File: src/rtl/spi_port_pkg.sv
package spi_port_pkg;
  typedef enum logic [1:0] {
    ADDR_CTRL = 2'd0,
    ADDR_STAT = 2'd1,
    ADDR_DATA = 2'd2
  } reg_addr_e;

  localparam int CTRL_EN_BIT = 0;
  localparam int CTRL_IE_BIT = 1;
endpackage

File: src/rtl/spi_shift_engine.sv
module spi_shift_engine #(
  parameter int WIDTH       = 8,
  parameter int HALF_PERIOD = 4
) (
  input  logic             clk,
  input  logic             rst,
  input  logic             start,
  input  logic [WIDTH-1:0] tx_byte,
  input  logic             miso,
  output logic             busy,
  output logic             sclk,
  output logic             mosi,
  output logic             done,
  output logic [WIDTH-1:0] rx_byte
);
  localparam int CW = (HALF_PERIOD > 1) ? $clog2(HALF_PERIOD) : 1;
  localparam int BW = (WIDTH > 1) ? $clog2(WIDTH) : 1;
  localparam logic [CW-1:0] DIV_LAST = CW'(HALF_PERIOD - 1);
  localparam logic [BW-1:0] BIT_LAST = BW'(WIDTH - 1);

  logic [CW-1:0]    div_cnt;
  logic [BW-1:0]    bit_idx;
  logic [WIDTH-1:0] shreg;
  logic             tick, rise_now, fall_now, last_fall;

  assign tick      = busy && (div_cnt == DIV_LAST);
  assign rise_now  = tick && !sclk;
  assign fall_now  = tick && sclk;
  assign last_fall = fall_now && (bit_idx == BIT_LAST);

  // control and pins
  always_ff @(posedge clk) begin
    if (rst) begin
      busy    <= 1'b0;
      sclk    <= 1'b0;
      mosi    <= 1'b0;
      done    <= 1'b0;
      div_cnt <= '0;
      bit_idx <= '0;
    end else begin
      done <= 1'b0;
      if (start) begin
        busy    <= 1'b1;
        sclk    <= 1'b0;
        mosi    <= tx_byte[WIDTH-1];
        div_cnt <= '0;
        bit_idx <= '0;
      end else if (busy) begin
        if (tick) begin
          div_cnt <= '0;
          sclk    <= ~sclk;
          if (last_fall) begin
            busy <= 1'b0;
            done <= 1'b1;
          end else if (fall_now) begin
            bit_idx <= bit_idx + 1'b1;
            mosi    <= shreg[WIDTH-1];
          end
        end else begin
          div_cnt <= div_cnt + 1'b1;
        end
      end
    end
  end

  // data path without reset: contents survive reset
  always_ff @(posedge clk) begin
    if (start)
      shreg <= tx_byte;
    else if (rise_now)
      shreg <= {shreg[WIDTH-2:0], miso};
    if (last_fall)
      rx_byte <= shreg;
  end

  p_sclk_idle_r2: assert property (@(posedge clk) disable iff (rst)
    !busy |-> !sclk);
  p_mosi_steady_r2: assert property (@(posedge clk) disable iff (rst)
    $rose(sclk) |-> $stable(mosi));
  p_done_pulse_r4: assert property (@(posedge clk) disable iff (rst)
    done |=> !done);
endmodule

File: src/rtl/spi_reg_bank.sv
module spi_reg_bank
  import spi_port_pkg::*;
#(
  parameter int WIDTH = 8
) (
  input  logic             clk,
  input  logic             rst,
  input  logic [1:0]       addr,
  input  logic             wr_en,
  input  logic             rd_en,
  input  logic [WIDTH-1:0] wdata,
  output logic [WIDTH-1:0] rdata,
  input  logic             gie,
  output logic             irq,
  input  logic             busy,
  input  logic             done,
  input  logic [WIDTH-1:0] rx_byte,
  output logic             start,
  output logic [WIDTH-1:0] tx_hold
);
  logic ctrl_en, ctrl_ie, done_f, wcol_f, armed;
  logic busy_all, data_acc, data_wr, stat_rd, flag_clear;

  assign busy_all   = busy | start;
  assign data_acc   = (wr_en | rd_en) && (addr == ADDR_DATA);
  assign data_wr    = wr_en && (addr == ADDR_DATA);
  assign stat_rd    = rd_en && (addr == ADDR_STAT);
  assign flag_clear = data_acc && armed;

  always_ff @(posedge clk) begin
    if (rst) begin
      ctrl_en <= 1'b0;
      ctrl_ie <= 1'b0;
      done_f  <= 1'b0;
      wcol_f  <= 1'b0;
      armed   <= 1'b0;
      start   <= 1'b0;
      rdata   <= '0;
      irq     <= 1'b0;
    end else begin
      start <= data_wr && ctrl_en && !busy_all;
      if (wr_en && addr == ADDR_CTRL) begin
        ctrl_en <= wdata[CTRL_EN_BIT];
        ctrl_ie <= wdata[CTRL_IE_BIT];
      end
      done_f <= done | (done_f & ~flag_clear);
      wcol_f <= (data_wr & busy_all) | (wcol_f & ~flag_clear);
      if (stat_rd)
        armed <= done_f | wcol_f;
      else if (data_acc)
        armed <= 1'b0;
      if (rd_en) begin
        case (addr)
          ADDR_CTRL: rdata <= {{(WIDTH-2){1'b0}}, ctrl_ie, ctrl_en};
          ADDR_STAT: rdata <= {done_f, wcol_f, {(WIDTH-2){1'b0}}};
          ADDR_DATA: rdata <= rx_byte;
          default:   rdata <= '0;
        endcase
      end
      irq <= done_f & ctrl_ie & gie;
    end
  end

  // holding buffer, no reset
  always_ff @(posedge clk) begin
    if (data_wr && !busy_all)
      tx_hold <= wdata;
  end

  p_start_idle_r5: assert property (@(posedge clk) disable iff (rst)
    start |-> !busy);
  p_wcol_sticky_r6: assert property (@(posedge clk) disable iff (rst)
    (wcol_f && !data_acc) |=> wcol_f);
  p_irq_cause_r7: assert property (@(posedge clk) disable iff (rst)
    irq |-> $past(done_f));
  p_done_sticky_r6: assert property (@(posedge clk) disable iff (rst)
    (done_f && !data_acc) |=> done_f);
endmodule

File: src/rtl/spi_host_port.sv
module spi_host_port #(
  parameter int DATA_W      = 8,
  parameter int HALF_PERIOD = 4
) (
  input  logic              clk,
  input  logic              rst,
  input  logic [1:0]        addr,
  input  logic              wr_en,
  input  logic              rd_en,
  input  logic [DATA_W-1:0] wdata,
  output logic [DATA_W-1:0] rdata,
  input  logic              gie,
  output logic              irq,
  output logic              sclk,
  output logic              mosi,
  input  logic              miso
);
  logic              start, busy, done;
  logic [DATA_W-1:0] tx_hold, rx_byte;

  spi_reg_bank #(.WIDTH(DATA_W)) u_regs (
    .clk(clk), .rst(rst), .addr(addr), .wr_en(wr_en), .rd_en(rd_en),
    .wdata(wdata), .rdata(rdata), .gie(gie), .irq(irq),
    .busy(busy), .done(done), .rx_byte(rx_byte),
    .start(start), .tx_hold(tx_hold)
  );

  spi_shift_engine #(.WIDTH(DATA_W), .HALF_PERIOD(HALF_PERIOD)) u_shift (
    .clk(clk), .rst(rst), .start(start), .tx_byte(tx_hold), .miso(miso),
    .busy(busy), .sclk(sclk), .mosi(mosi), .done(done), .rx_byte(rx_byte)
  );
endmodule

File: config.mk
export PLATFORM = sky130hd
export DESIGN_NAME = spi_host_port
export DESIGN_NICKNAME = d
export VERILOG_FILES = /design/src/rtl/spi_port_pkg.sv /design/src/rtl/spi_shift_engine.sv /design/src/rtl/spi_reg_bank.sv /design/src/rtl/spi_host_port.sv
export SDC_FILE = /design/constraint.sdc
export NUM_CORES = 1
export LEC_CHECK = 0
export BUFFER_PORTS_ARGS = -buffer_cell sky130_fd_sc_hd__buf_2
export CAP_MARGIN = 20
export CORE_ASPECT_RATIO = 1.2
export CORE_MARGIN = 2
export CORE_UTILIZATION = 50
export CTS_CLUSTER_DIAMETER = 60
export DETAILED_ROUTE_END_ITERATION = 8
export GPL_TIMING_DRIVEN = 0
export PLACE_DENSITY = 0.7
export SLEW_MARGIN = 20
export SYNTH_ARGS = -nofsm -noshare
export SYNTH_HDL_FRONTEND = slang
export SYNTH_SLANG_ARGS = --single-unit
File: constraint.sdc
create_clock -name clk -period 4 [get_ports clk]
set_input_delay 1.2 -clock clk [delete_from_list [all_inputs] [get_ports clk]]
set_output_delay 1.2 -clock clk [all_outputs]
set_load 0.05 [all_outputs]
== After elaboration in Yosys (flattened, before gate mapping) ==
Cells that the tools add are included.

* Add/subtract/negate cells: 2
* Equal/unequal tests: 5
* Multiplexer cells: 16
* Bitwise logic cells: 15
* Reductions and logical operators: 25

{| class="wikitable"
|+ Operators by type and width
! operator !! number
|-
| 8-bit case mux with 3 select lines || 1
|-
| 8-bit 2-to-1 mux || 2
|-
| 1-bit logical AND || 12
|-
| 1-bit 2-to-1 mux || 12
|-
| 2-bit nonzero test || 5
|-
| 4-bit AND reduction || 2
|-
| 1-bit AND || 5
|-
| 1-bit inverter || 5
|-
| 1-bit bitwise OR || 5
|-
| 2-bit equality test, second input constant || 2
|-
| 4-bit OR reduction || 1
|-
| 3-bit by 1-bit adder with 3-bit output, second input constant || 1
|-
| 3-bit equality test, second input constant || 1
|-
| 2-bit by 1-bit adder with 2-bit output, second input constant || 1
|-
| 2-bit by 1-bit equality test with 1-bit output, second input constant || 1
|-
| 1-bit zero test || 2
|-
| 2-bit zero test || 1
|-
| 2-bit 2-to-1 mux || 1
|-
| 2-bit != test, second input constant || 1
|-
| 2-bit AND reduction || 1
|-
| 2-bit OR reduction || 1
|}

* Register bits: 48
* Bits of input ports: 16
* Output and inout port bits: 11
* Logic and storage cells: 80

== Depth between registers and ports, before layout ==
Gate-level depths: netlist of the first run.

* Depth in word-level cells: 8
* Gate-level depth with buffers: 5
* Mapped depth without buffers: 5

== By module ==
Synthesis of the first run repeated with hierarchy kept, for this count alone.

* Cell total of the unflattened synthesis: 143
* Area, all modules: 1866.8 um^2

{| class="wikitable"
|+ By module, submodules not included
! module !! instances !! cells each !! area an instance (um^2) !! seq. area each (um^2)
|-
| spi_shift_engine || 1 || 65 || 983.4 || 660.6
|-
| spi_reg_bank || 1 || 78 || 883.3 || 540.5
|}

== Least setup slack after synthesis of the first run ==
Ideal clock, no wire load.

* Path kind: input-to-reg
* Start point: input port addr[1]
* End point: register u_regs.tx_hold[0], enable pin
* Library setup time: 0.383 ns
* Data arrival time: 2.294 ns
* Data required time: 3.617 ns
* Setup slack: 1.323 ns
* Cell stages on the path: 5
* Buffers on the path: 2
* Cell sequence: buf_2 nor2b_1 buf_4 nand2_1 nor3_1

* Word-level cells in the longest chain between the ends: 3

{| class="wikitable"
|+ RTL lines
! what !! line !! RTL
|-
| start, declared || spi_host_port.sv:7 || <nowiki>input logic [1:0] addr,</nowiki>
|-
| 2-bit equality test || spi_reg_bank.sv:26 || <nowiki>assign data_wr = wr_en && (addr == ADDR_DATA);</nowiki>
|-
| 1-bit logical AND || spi_reg_bank.sv:26 ||
|-
| 1-bit logical AND || spi_reg_bank.sv:66 || <nowiki>if (data_wr && !busy_all)</nowiki>
|-
| end signal, assigned || spi_reg_bank.sv:67 || <nowiki>tx_hold <= wdata;</nowiki>
|-
| end, declared || spi_reg_bank.sv:19 || <nowiki>output logic [WIDTH-1:0] tx_hold</nowiki>
|}

Every way passes these cells.
A chain may end at the register's enable or synchronous reset.

== Worst setup path after layout of the first run ==
* Start point: input port addr[1]
* End point: register u_regs.tx_hold[4], enable pin

Same word-level chain as after synthesis.

==> load_flow_metrics.sql, run 1 <==
INSERT INTO impl_metrics (metric_group, metric, value, unit) VALUES
('clocking', 'cts.root.buffer_cell', 'sky130_fd_sc_hd__clkbuf_8', ''),
('clocking', 'clock_tree_from_tritoncts', 'done', ''),
('global_route', 'grt_overflow_total', '0', ''),
('die', 'floorplan.io_pins', '27', ''),
('clocking', 'htree_levels', '2', ''),
('yosys', 'synth_cell_type_count', '32', ''),
('clocking', 'clockBufferDepth', '2', ''),
('worst_hold_path', 'hold_path_startpoint', 'u_shift.shreg[0]', ''),
('clocking', 'cts_buffers', '5', ''),
('cells_and_area', 'utilization', '60.1', '%'),
('yosys', 'synth-xor-area-share', '0.926', '%'),
('cells_and_area', 'flow.area_growth_from_synthesis', '15.5', '%'),
('sta', 'finalWorstPathRequiredPeriod', '2.34', 'ns'),
('sta', 'tightestPinTransition', '0.739', 'ns'),
('detailed_routing', 'route.detailed.drc', '0', ''),
('place', 'io_buffer_count', '23', ''),
('clocking', 'postCtsResizedCells', '0', ''),
('setup_path', 'reg2reg_to', 'u_shift.shreg[0]', ''),
('clocking', 'clkSinkCount', '48', ''),
('setup_path', 'critPathRequiredTime', '3.93', 'ns'),
('sta', 'final_min_period_over_clock_period', '58.4', '%'),
('die', 'initial_core_util', '52.1', '%'),
('cells_and_area', 'fraction_of_final_layout_cells_sized_beyond_drive_strength_1', '28.3', '%'),
('global_route', 'global_route.peak_usage_layer', 'met2', ''),
('yosys', 'synth_top_family_by_area', 'simple AND/OR/NAND/NOR gates', ''),
('detailed_routing', 'dr_total_vias', '1188', ''),
('yosys', 'yosys_warnings', '0', ''),
('pwr', 'vdd_drop_max', '0.257', 'mV'),
('status', 'outcome', 'finished clean', ''),
('job', 'cap_violations', '0', ''),
('clocking', 'post_cts.repair.setup_buffers', '0', ''),
('worst_hold_path', 'min_to', 'u_shift.rx_byte[0]', ''),
('setup_path', 'worst_r2r_path_depth', '3', ''),
('yosys', 'synth_compound_gate_area_share', '7.34', '%'),
('die', 'fp.coreArea', '3630', 'um2'),
('pwr', 'power.density', '414', 'nW/um2'),
('global_route', 'antenna_found_initial', '0', ''),
('pwr', 'power_report.internal_total', '722', 'uW'),
('cells_and_area', 'finish.net_count', '198', ''),
('global_route', 'met1_usage', '18.7', '%'),
('sta', 'maxSlewViolCount', '0', ''),
('pwr', 'p_clk_share', '37.3', '%'),
('die', 'die_w', '60.2', 'um'),
('pwr', 'combinationalPowerShare', '5.0', '%'),
('setup_path', 'startpoint_kind_of_the_worst_setup_timing_path', 'input pin', ''),
('setup_path', 'ff2ff_setup_slack', '2.25', 'ns'),
('yosys', 'post_synth_mux_area_share', '8.60', '%'),
('sta', 'grt_setup_unrepaired', 'no', ''),
('pwr', 'totalPowerFinal', '905', 'uW'),
('yosys', 'post_synth_instance_area', '1890', 'um2'),
('clocking', 'clock_transition_at_the_registers_of_the_reported_paths', '0.09', 'ns'),
('pwr', 'power.switching_fraction', '20.3', '%'),
('cells_and_area', 'n_antenna_cell', '0', ''),
('global_route', 'grt_max_degree', '15', ''),
('yosys', 'syn_area_per_cell', '12.7', 'um2'),
('sta', 'max_slew_margin', '50.6', '%'),
('global_route', 'grt_pass1_vias', '1211', ''),
('sta', 'max_freq', '428', 'MHz'),
('setup_path', 'worstSetupPathType', 'in2reg', ''),
('sta', 'timing.final.hold_violations', '0', ''),
('worst_hold_path', 'min_delay_worst_type', 'reg2reg', ''),
('pwr', 'share_seq_of_total_power', '57.7', '%'),
('setup_path', 'worst_r2r_startpoint', 'u_shift.div_cnt[0]', ''),
('detailed_routing', 'drt-pass1-iter-count', '4', ''),
('setup_path', 'critical_path.endpoint_type', 'flop', ''),
('place', 'place_hpwl', '2.33', 'mm'),
('detailed_routing', 'avgRoutedWirePerCell', '13.4', 'um'),
('global_route', 'grtUsageMet2', '26.8', '%'),
('die', 'fp-row-count', '24', ''),
('yosys', 'netlist_instances', '149', ''),
('global_route', 'grt_pass1_wl', '5.15', 'mm');
-- area by class of cell --
| cell class | count | area (um2) |
|---|---|---|
| tap | 52 | 65.1 |
| buffer | 10 | 56.3 |
| timing repair buffer | 23 | 115 |
| clock buffer | 6 | 72.6 |
| multi-input combinational | 87 | 624 |
| fill | 297 | 1450 |
| inverter | 4 | 15.0 |
| clock inverter | 2 | 35.0 |
| sequential | 48 | 1200 |
-- worst max-delay path: stages --
cell                      delay [ns]
sky130_fd_sc_hd__buf_2          0.16
sky130_fd_sc_hd__nor2b_1        0.15
sky130_fd_sc_hd__buf_4          0.16
sky130_fd_sc_hd__nand2_1        0.10
sky130_fd_sc_hd__nor3_2         0.51
-- routing by layer --
metal  up-vias  share of wire (%)
met2        41                 51
met3         6                5.1
li1        590                  -
met1       551                 42
met5         -                  0
met4         0                1.9
-- cells in the mapped netlist, drive strengths merged --
cell | instances | area share (%)
dfxtp | 24 | 25
edfxtp | 24 | 38
nor2 | 15 | 3.0
a21oi | 10 | 2.6
mux2 | 10 | 6.0
buf | 6 | 2.2
nor2b | 6 | 2.0
mux2i | 5 | 2.6
nand2b | 5 | 1.7
clkbuf | 4 | 0.79
inv | 4 | 0.79
nand3 | 4 | 1.1
o21ai | 4 | 1.1
ha | 3 | 2.0
nand2 | 3 | 0.60
nor3b | 3 | 1.2
a211oi | 2 | 0.79
a22oi | 2 | 0.79
nand3b | 2 | 0.79
nor3 | 2 | 0.53
xor2 | 2 | 0.93
a2111oi | 1 | 0.79
a221oi | 1 | 0.46
and4b | 1 | 0.53
nand4 | 1 | 0.33
nand4b | 1 | 1.3
nor4 | 1 | 0.66
o211ai | 1 | 0.40
o21bai | 1 | 0.40
or2 | 1 | 0.33
-- state kept, by name (all words and copies together) (netlist names), 2 cells and up --
| register | cells |
|---|---|
| u_shift.bit_idx | 3 |
| u_regs.rdata | 8 |
| u_shift.shreg | 8 |
| u_shift.div_cnt | 2 |
| u_regs.tx_hold | 8 |
| u_shift.rx_byte | 8 |
-- how the worst max path moves through the flow --
stage               cells past startpoint                end  startpoint
global route                            5  u_regs.tx_hold[0]     addr[1]
finish                                  5  u_regs.tx_hold[4]     addr[1]
detailed placement                      5  u_regs.tx_hold[2]     addr[1]
global placement                        5  u_regs.tx_hold[1]     addr[1]
CTS                                     5  u_regs.tx_hold[0]     addr[1]
floorplan                               5  u_regs.tx_hold[0]     addr[1]
-- logic make-up (layout without fill, tap and decap cells) --
group                    after synthesis  after routing
flip-flops                            48             48
AO/OA/AOI/OAI                         22             22
buffers and inverters                 14             45
adder cells (fa/ha/maj)                3              3
AND/OR/NAND/NOR                       45             45
XOR/XNOR                               2              2
multiplexers                          15             15
-- placed cells by master, fill, tap and decap left out, types with 2 or more instances in the layout --
master / count
sky130_fd_sc_hd__nand2b_1: 5
sky130_fd_sc_hd__nor2_1: 15
sky130_fd_sc_hd__nand2_1: 3
sky130_fd_sc_hd__a211oi_1: 2
sky130_fd_sc_hd__a22oi_1: 2
sky130_fd_sc_hd__buf_2: 26
sky130_fd_sc_hd__buf_4: 2
sky130_fd_sc_hd__o21ai_0: 4
sky130_fd_sc_hd__edfxtp_1: 24
sky130_fd_sc_hd__nand3_1: 4
sky130_fd_sc_hd__nor3b_1: 3
sky130_fd_sc_hd__inv_1: 4
sky130_fd_sc_hd__dfxtp_1: 24
sky130_fd_sc_hd__clkbuf_8: 5
sky130_fd_sc_hd__nand3b_1: 2
sky130_fd_sc_hd__ha_1: 3
sky130_fd_sc_hd__xor2_1: 2
sky130_fd_sc_hd__mux2i_1: 5
sky130_fd_sc_hd__a21oi_1: 10
sky130_fd_sc_hd__mux2_2: 10
sky130_fd_sc_hd__nor2b_1: 6
sky130_fd_sc_hd__clkbuf_1: 5
-- through the flow --
step,worst slack (ns),instances,hold slack [ns],area (um2)
6_report,1.66,232,0.440,2180
5_1_grt,1.50,232,0.458,2180
4_1_cts,1.27,232,0.442,2180
3_5_place_dp,0.897,224,0.433,2070
3_3_place_gp,1.03,224,0.421,2070
2_1_floorplan,1.32,149,0.411,1890
-- power groups by stage --
stage | sequential [uW] | clock [uW] | combinational (uW)
finish | 522 | 338 | 45.4
global route | 523 | 365 | 50.3
CTS | 522 | 344 | 45.7
detailed placement | 534 | 0 | 45.6
global placement | 533 | 0 | 44.1
floorplan | 542 | 0 | 22.1
Note: power is estimated with default switching activity, not from simulation.
==> inputs of run 2 (changes only) <==
PLACE_DENSITY = 0.73   (was 0.7)
clock period = 1.9 ns   (was 4 ns; I/O delays follow)
==> load_flow_metrics.sql, run 2 (synthesis gave the netlist of run 1 again) <==
INSERT INTO impl_metrics (metric_group, metric, value, unit) VALUES
('cells_and_area', 'layout.cells.most_common_list', 'sky130_fd_sc_hd__buf_2 (26), sky130_fd_sc_hd__dfxtp_1 (24), sky130_fd_sc_hd__edfxtp_1 (24)', ''),
('pwr', 'share_seq_of_total_power', '52.8', '%'),
('global_route', 'antenna_found_initial', '0', ''),
('setup_path', 'critical_path.startpoint', 'u_shift.div_cnt[0]', ''),
('pwr', 'power.leakage', '0.000890', 'uW'),
('clocking', 'post_cts.repair.setup_buffers', '0', ''),
('cells_and_area', 'finish.net_count', '198', ''),
('die', 'die_y', '71.4', 'um'),
('die', 'initial_core_util', '52.1', '%'),
('sta', 'grt_setup_unrepaired', 'no', ''),
('place', 'place.gp.congestion', '0.826', ''),
('setup_path', 'worst_r2r_startpoint', 'u_shift.div_cnt[0]', ''),
('sta', 'final_min_period_over_clock_period', '90.8', '%'),
('cells_and_area', 'final.fill_count', '300', ''),
('setup_path', 'startpoint_kind_of_the_worst_setup_timing_path', 'flop', ''),
('global_route', 'grt_pass1_wl', '5.34', 'mm'),
('sta', 'max_slew_margin', '52.2', '%'),
('place', 'placed_cells_incl_taps', '224', ''),
('clocking', 'htree_levels', '2', ''),
('die', 'floorplan.io_pins', '27', ''),
('cells_and_area', 'post_layout_nonfiller_instances', '232', ''),
('setup_path', 'worst_r2r_path_depth', '3', ''),
('global_route', 'grt_overflow_total', '0', ''),
('cells_and_area', 'flow.area_growth_from_synthesis', '17.7', '%'),
('sta', 'max_freq', '579', 'MHz'),
('setup_path', 'critPathMaxFanout', '8', ''),
('sta', 'maxSlewViolCount', '0', ''),
('setup_path', 'arrival_worst_endpoint', '1.66', 'ns'),
('clocking', 'clk-insertion-delay-late', '0.30', 'ns'),
('clocking', 'clkSinkCount', '48', ''),
('worst_hold_path', 'min_delay_worst_type', 'in2reg', ''),
('detailed_routing', 'ant_nets', '0', ''),
('setup_path', 'ff2ff_setup_slack', '0.17', 'ns'),
('setup_path', 'worstSetupPathType', 'reg2reg', ''),
('global_route', 'grt_usage', '16.7', '%'),
('cells_and_area', 'fraction_of_final_layout_cells_sized_beyond_drive_strength_1', '28.9', '%'),
('worst_hold_path', 'hold_path_startpoint', 'wdata[5]', ''),
('detailed_routing', 'avgRoutedWirePerCell', '13.4', 'um'),
('detailed_routing', 'dr_total_vias', '1196', ''),
('cells_and_area', 'most_common_library_cell_in_the_layout_ignoring_fill_and_taps', 'sky130_fd_sc_hd__buf_2', ''),
('detailed_routing', 'finalWirelength', '3.11', 'mm'),
('place', 'io_buffer_count', '23', ''),
('pwr', 'power.density', '935', 'nW/um2'),
('clocking', 'clock_transition_at_the_registers_of_the_reported_paths', '0.09', 'ns'),
('setup_path', 'reg2reg_to', 'u_shift.shreg[3]', ''),
('die', 'die_w', '60.2', 'um'),
('pwr', 'totalPowerFinal', '2080', 'uW'),
('pwr', 'netSwitchingPower', '401', 'uW'),
('pwr', 'p_clk_share', '42.6', '%'),
('cells_and_area', 'utilization', '61.3', '%'),
('sta', 'timing.final.ws_setup', '0.174', 'ns'),
('global_route', 'grt_pass1_vias', '1186', ''),
('place', 'dp_slack', '-0.155', 'ns'),
('die', 'fp.coreArea', '3630', 'um2'),
('cells_and_area', 'final_cell_area', '2230', 'um2'),
('global_route', 'grt_max_degree', '16', ''),
('setup_path', 'critPathRequiredTime', '1.83', 'ns'),
('die', 'fp-row-count', '24', ''),
('detailed_routing', 'first_iter_violations', '57', ''),
('place', 'place_hpwl', '2.33', 'mm'),
('worst_hold_path', 'timing.hold.worst_path_depth', '1', ''),
('detailed_routing', 'route.detailed.drc', '0', ''),
('detailed_routing', 'routed_via_density', '5.16', ''),
('pwr', 'combinationalPowerShare', '4.6', '%'),
('clocking', 'clock_tree_from_tritoncts', 'done', ''),
('pwr', 'power.switching_fraction', '19.3', '%'),
('status', 'outcome', 'finished clean', ''),
('pwr', 'power_report.internal_total', '1680', 'uW'),
('die', 'total_die_area', '4290', 'um2'),
('clocking', 'postCtsResizedCells', '0', ''),
('setup_path', 'critical_path.endpoint_type', 'flop', ''),
('sta', 'finalWorstPathRequiredPeriod', '1.73', 'ns'),
('clocking', 'clockBufferDepth', '2', ''),
('place', 'post_dp_cell_area', '2080', 'um2'),
('pwr', 'vdd_drop_max', '0.596', 'mV'),
('sta', 'tightestPinTransition', '0.716', 'ns'),
('clocking', 'cts_buffers', '5', ''),
('worst_hold_path', 'min_to', 'u_regs.tx_hold[5]', ''),
('sta', 'timing.final.hold_violations', '0', ''),
('sta', 'fin_skew', '0.00798', 'ns'),
('clocking', 'cts_hold_repair.buffers', '0', ''),
('cells_and_area', 'n_antenna_cell', '0', ''),
('sta', 'setup_viol', '0', ''),
('detailed_routing', 'drt-pass1-iter-count', '4', ''),
('job', 'cap_violations', '0', ''),
('clocking', 'cts.root.buffer_cell', 'sky130_fd_sc_hd__clkbuf_8', '');
## run 2: final cells by class
cell class                 instances  area [um2]  share of cell area (%)
clock buffer                       7         119                    5.34
tap                               52        65.1                    2.92
clock inverter                     1        30.0                    1.35
sequential                        48        1200                    54.0
buffer                            10        56.3                    2.53
multi-input combinational         87         624                    28.0
inverter                           4        15.0                   0.675
timing repair buffer              23         115                    5.17
## run 2: worst max-delay path by stage
stage | end | slack, ns
2_1_floorplan | u_regs.tx_hold[0] | 0.1
3_5_place_dp | u_regs.tx_hold[7] | -0.16
5_1_grt | u_shift.shreg[4] | 0.04
4_1_cts | u_shift.shreg[5] | 0.15
3_3_place_gp | u_regs.tx_hold[1] | -0.09
6_report | u_shift.shreg[3] | 0.17
## run 2: power groups by stage
stage | Sequential, uW | Combinational (uW) | Clock (uW)
2_1_floorplan | 1140 | 46.8 | 0
3_3_place_gp | 1120 | 92.7 | 0
3_5_place_dp | 1120 | 95.6 | 0
4_1_cts | 1100 | 95.6 | 908
5_1_grt | 1100 | 105 | 940
6_report | 1100 | 95.0 | 887
## run 2: layer usage
layer / share of wire (%) / routed length [um] / global-route usage, %
met4: 2.0 / 62 / 7.41
met5: 0 / 0 / 0
met2: 50 / 1560 / 26.4
met3: 4.8 / 148 / 5.05
met1: 43 / 1340 / 20.9
## run 2: worst max-delay path, stage by stage (launching register included)
cell and delay (ns):
sky130_fd_sc_hd__dfxtp_1 0.37, sky130_fd_sc_hd__ha_1 0.28, sky130_fd_sc_hd__nand2_1 0.12, sky130_fd_sc_hd__o21bai_1 0.58
## run 2: metrics by stage
stage	setup TNS, ns	hold WS (ns)
6_report	0	0.443
5_1_grt	0	0.427
4_1_cts	0	0.429
3_5_place_dp	-1.24	0.429
3_3_place_gp	-0.746	0.422
2_1_floorplan	0	0.411
